<file path="config.mk">
export PLATFORM = sky130hd
export DESIGN_NAME = blkxfer_addr_seq
export DESIGN_NICKNAME = d
export VERILOG_FILES = /design/src/rtl/blkxfer_addr_seq.sv
export SDC_FILE = /design/constraint.sdc
export NUM_CORES = 1
export LEC_CHECK = 0
export BUFFER_PORTS_ARGS = -buffer_cell sky130_fd_sc_hd__buf_2
export CORE_MARGIN = 10
export CORE_UTILIZATION = 50
export CTS_CLUSTER_SIZE = 30
export DETAILED_ROUTE_END_ITERATION = 10
export PLACE_DENSITY = 0.72
export SLEW_MARGIN = 20
export SYNTH_ARGS = -nofsm -noshare
export SYNTH_HDL_FRONTEND = slang
export SYNTH_SLANG_ARGS = --single-unit
</file>
<file path="constraint.sdc">
create_clock -name clk -period 6.9 [get_ports clk]
set_input_delay 0 -clock clk [delete_from_list [all_inputs] [get_ports clk]]
set_output_delay 0 -clock clk [all_outputs]
set_load 0.005 [all_outputs]
</file>
<file path="src/rtl/blkxfer_addr_seq.sv">
module blkxfer_addr_seq #(
  parameter int ADDR_W     = 32,
  parameter int NREG       = 16,
  parameter int WORD_BYTES = 4
) (
  input  logic              clk,
  input  logic              rst_n,
  input  logic              start_valid,
  output logic              start_ready,
  input  logic [ADDR_W-1:0] base_addr,
  input  logic [NREG-1:0]   reg_mask,
  input  logic [2:0]        mode,
  input  logic              is_load,
  input  logic              writeback,
  input  logic              caret,
  output logic              beat_valid,
  input  logic              beat_ready,
  output logic [$clog2(NREG)-1:0] beat_idx,
  output logic [ADDR_W-1:0] beat_addr,
  output logic              done,
  output logic              wb_en,
  output logic [ADDR_W-1:0] wb_value,
  output logic              restore_status,
  output logic              user_bank
);
  localparam int IDX_W = $clog2(NREG);
  localparam int CNT_W = $clog2(NREG + 1);
  localparam logic [ADDR_W-1:0] STEP = ADDR_W'(WORD_BYTES);

  typedef enum logic [1:0] {S_IDLE, S_RUN, S_DONE} state_t;
  typedef enum logic [1:0] {W_IA, W_IB, W_DA, W_DB} walk_t;

  state_t            state;
  logic [NREG-1:0]   rem;
  logic [ADDR_W-1:0] cur, wbv_q;
  logic              wb_q, rst_q, usr_q;

  walk_t             walk;
  logic [CNT_W-1:0]  cnt;
  logic [ADDR_W-1:0] span, first, wbv;
  logic              accept, take, last;

  always_comb begin
    case (mode)
      3'd4:    walk = is_load ? W_IA : W_DB;
      3'd5:    walk = is_load ? W_IB : W_DA;
      3'd6:    walk = is_load ? W_DA : W_IB;
      3'd7:    walk = is_load ? W_DB : W_IA;
      default: walk = walk_t'(mode[1:0]);
    endcase
  end

  always_comb begin
    cnt = '0;
    for (int i = 0; i < NREG; i++) cnt = cnt + CNT_W'(reg_mask[i]);
  end

  always_comb begin
    beat_idx = '0;
    for (int i = NREG - 1; i >= 0; i--)
      if (rem[i]) beat_idx = IDX_W'(i);
  end

  assign span   = ADDR_W'(cnt) * STEP;
  assign wbv    = walk[1] ? base_addr - span : base_addr + span;
  assign accept = start_valid && start_ready;
  assign take   = beat_valid && beat_ready;
  assign last   = (rem & (rem - 1'b1)) == '0;

  always_comb begin
    case (walk)
      W_IA:    first = base_addr;
      W_IB:    first = base_addr + STEP;
      W_DA:    first = base_addr - span + STEP;
      default: first = base_addr - span;
    endcase
  end

  always_ff @(posedge clk or negedge rst_n) begin
    if (!rst_n) begin
      state <= S_IDLE;
      rem   <= '0;
      cur   <= '0;
      wbv_q <= '0;
      wb_q  <= 1'b0;
      rst_q <= 1'b0;
      usr_q <= 1'b0;
    end else begin
      case (state)
        S_IDLE: if (accept) begin
          rem   <= reg_mask;
          cur   <= first;
          wbv_q <= wbv;
          wb_q  <= writeback;
          rst_q <= caret && is_load && reg_mask[NREG-1];
          usr_q <= caret && !(is_load && reg_mask[NREG-1]);
          state <= (reg_mask == '0) ? S_DONE : S_RUN;
        end
        S_RUN: if (take) begin
          rem <= rem & (rem - 1'b1);
          cur <= cur + STEP;
          if (last) state <= S_DONE;
        end
        default: state <= S_IDLE;
      endcase
    end
  end

  assign start_ready    = state == S_IDLE;
  assign beat_valid     = state == S_RUN;
  assign beat_addr      = cur;
  assign done           = state == S_DONE;
  assign wb_en          = done && wb_q;
  assign wb_value       = wbv_q;
  assign restore_status = done && rst_q;
  assign user_bank      = done && usr_q;

  a_r7_hold_beat: assert property (@(posedge clk) disable iff (!rst_n)
    beat_valid && !beat_ready |=> beat_valid && $stable(beat_addr) && $stable(beat_idx));
  a_r3_ascending: assert property (@(posedge clk) disable iff (!rst_n)
    beat_valid && beat_ready |=> !beat_valid ||
      (beat_addr == $past(beat_addr) + STEP && beat_idx > $past(beat_idx)));
  a_r6_empty_done: assert property (@(posedge clk) disable iff (!rst_n)
    start_valid && start_ready && reg_mask == '0 |=> done && !beat_valid);
  a_r10_done_pulse: assert property (@(posedge clk) disable iff (!rst_n)
    done |=> start_ready && !done);
  a_r9_flags_excl: assert property (@(posedge clk) disable iff (!rst_n)
    !(restore_status && user_bank));
  a_r5_wb_in_done: assert property (@(posedge clk) disable iff (!rst_n)
    wb_en |-> done);
endmodule

</file>
==> impl_metrics.yaml <==
final_layout:
  fillCellCount: 1536
  drive_gt1_frac: 0.164
  fin_nets: 1341
  area_delta_synth_final_pct: 16.3
  utilization: 0.593
  finalInstanceArea_um2: 9800
  layout.cells.non_filler: 1475
power:
  power_switching_mw: 1.91
  leakage_nw: 4.05
  combinationalPowerShare: 0.598
  total_power_mw: 3.84
  switching_share: 0.498
  power.density_nw_per_um2: 392
  power_frac_seq: 0.258
  p_int_mw: 1.93
  p_clk_frac: 0.144
  max-vdd-ir-drop_uv: 246
hold_path:
  hold_class: "primary input to flip-flop"
routing:
  final_antenna_net_count: 0
  wire_per_inst_um: 19.7
  via_count: 9171
  post_drt_via_cell_ratio: 6.22
  drt_wl_total_mm: 29.0
  drt-initial-drc-count: 1259
  drt_pre_antenna_iters: 6
  drc: 0
critical_path:
  critPathMostFrequentCell: "fa_1"
  cp.required_ps: 7120
  criticalPathCategory: "primary input to flip-flop"
  slowest_delay_ps: 570
  cp-start-kind: "primary input"
  cp_top_family: "adder cells"
  crit_path_cell_trace: "dlygate4sd3_1 > buf_2 > inv_1 > fa_1 > fa_1 > fa_1 > fa_1 > inv_1 > ha_1 > fa_1 > a21o_1 > and2_1 > ha_2 > nor2b_2 > or2_2 > or4_1 > a2111oi_1 > o21a_1 > nand4_4 > or4_1 > nand3_1 > a31oi_1"
  worstPathMaxFanout: 8
  worst-path-buf-inv: 4
  crit_arrival_ps: 6840
  critPathSlowestCell: "dlygate4sd3_1"
  end_kind: "flip-flop"
synth:
  ys_ff_latch: 85
  yosys.cell_types.count: 78
  synth_largest_area_cell: "dfrtp_1"
  synth_area_leaders: "dfrtp_1 (25%), nand2_1 (6.1%), o21ai_0 (5.8%)"
  synth_cells: 1138
  synth_top_area_share: 0.252
  synth_edf_count: 0
  yosysWarnings: 0
  synth_flop_cell: "dfrtp_1"
  ys_async_sr_fraction: 1.00
  ys_seq_area_frac: 0.252
  syn_nets: 1230
  syn_avg_cell_area_um2: 7.40
  synthesis.area_um2: 8430
floorplanning:
  coreArea_um2: 16500
  dieArea_um2: 22400
  die_width_um: 150
  initial_core_util: 0.510
  rows: 47
  die_y_um: 150
  io_pins: 132
cts:
  cts_root_buf: "clkbuf_16"
  cts_buffers: 9
  clock_sinks: 85
  clock_latency_ps: 360
  cts_max_level: 3
  path_clk_slew_ps: 70
  cts_tree: "built"
  cts_max_path_buffers: 2
placement:
  port-buffer-count: 131
  place_congestion: 1.02
  dp_hpwl_mm: 21.4
  place_area_um2: 9200
  dp.cells: 1431
  pre_cts_slack_ps: 365
outcome:
  status: "completed"
global_routing:
  overflow: 0
  antenna_found_initial: 1
  grt_max_degree: 64
  use_met1: 0.373
  met3_usage: 0.0640
  grt.met2_usage: 0.371
  track_usage: 0.255
  busiest_layer: "met1"
  grt_pass1_vias: 8644
  grt_first_pass_wirelength_mm: 47.0
timing:
  fin_worst_skew_ps: 12.8
  hold_violations: 0
  worst-slew-pin-transition_ps: 886
  worst_slack_ps: 287
  slew_violations: 0
  min_period_ps: 6610
  final-setup-viol-count: 0
  rsz0062_at_grt: "no"
  whs_ps: 3.96
  max-slew-margin-rel: 0.404
  fin_tns_setup_ps: 0
  fmax_mhz: 151
  period_share: 0.958
job:
  maxCapViolations: 0
-- worst paths after layout --
path | end | startpoint | cells after the start | slack [ps]
worst max-delay path | beat_addr[28] | reg_mask[1] | 22 | 290
max in group asynchronous | wb_value[20] | rst_n | 3 | 5710
min in group asynchronous | rem[10] | rst_n | 2 | 70
worst max register to register | usr_q | state[0] | 9 | 3600
worst min register to register | usr_q | usr_q | 2 | 470
worst min-delay path | rem[6] | reg_mask[6] | 3 | 4
-- state kept, by name, summed over array words and instances, names as in the netlist --
signal / count
usr_q: 1
wb_q: 1
wb_value: 32
beat_addr: 32
rem: 16
rst_q: 1
state: 2
-- worst min-delay path, cell delays in order --
cell,delay [ps]
buf_2,110
inv_1,110
o22ai_1,100
-- Yosys cell counts (all sizes together), types with 7 or more instances --
master / instances
nor4: 31
a32oi: 7
nor3: 38
a21o: 11
dfrtp: 85
xnor2: 49
nand2: 138
fa: 12
o31ai: 9
inv: 55
a21oi: 92
a211oi: 10
o21ai: 102
nor2b: 10
nand3: 44
or3: 11
o21bai: 7
or4: 11
nor2: 98
buf: 25
a22oi: 7
xor2: 36
a31oi: 15
nand4: 23
clkbuf: 52
and2: 10
ha: 22
and3: 23
o22ai: 21
-- kinds of logic (layout without fill, tap and decap cells) --
logic type                 count (synthesis)  in the layout  synth area share
and+or+nand+nor                          461            461             0.282
AOI/OAI and AO/OA                        331            331             0.243
buffers and inverters                    134            250            0.0636
xor gates and xnor gates                  85             85            0.0884
DFF                                       85             85             0.252
adders and majority gates                 36             36            0.0636
muxes                                      6              6           0.00728
other                                      0              1                 0
-- final cells by class --
| cell class | count | area (µm²) | area share |
|---|---|---|---|
| repair buffers | 177 | 1060 | 0.108 |
| inverters | 57 | 214 | 0.0218 |
| multi-input cells | 919 | 5800 | 0.592 |
| clock inverters | 7 | 100 | 0.0102 |
| well taps | 220 | 275 | 0.0281 |
| diodes | 1 | 2.50 | 0.000255 |
| flip-flops and latches | 85 | 2130 | 0.217 |
| clock buffers | 9 | 225 | 0.0230 |
-- cells in the final DEF (no fill, tap or decap), drive strengths merged, types with 12 or more instances in the layout --
cell type	instances
a21oi	92
a31oi	15
and3	23
buf	155
dfrtp	85
dlygate4sd3	22
fa	12
ha	22
inv	59
nand2	138
nand3	44
nand4	23
nor2	98
nor3	38
nor4	31
o21ai	102
o22ai	21
xnor2	49
xor2	36
-- per-layer routing --
metal | share of wire | vias to the layer above
met5 | 0 | -
met4 | 0.015 | 0
met3 | 0.12 | 49
met2 | 0.42 | 533
met1 | 0.44 | 4249
li1 | - | 4340
-- power by group through the flow --
stage | logic [mW] | registers (mW) | clock network (mW)
final | 2.30 | 0.991 | 0.553
after global routing | 2.57 | 1.03 | 0.574
after CTS | 2.27 | 0.985 | 0.555
after detailed placement | 2.24 | 0.992 | 0
after global placement | 2.21 | 0.980 | 0
after floorplan | 1.53 | 0.940 | 0
-- what timing repair did --
item,in CTS,in global routing
setup endpoints to repair,0,19
resized for setup,0,9
endpoints found under the hold margin,42,0
hold buffers,22,0
buffers inserted,0,5
No activity file was read; power rests on OpenSTA's default activity.
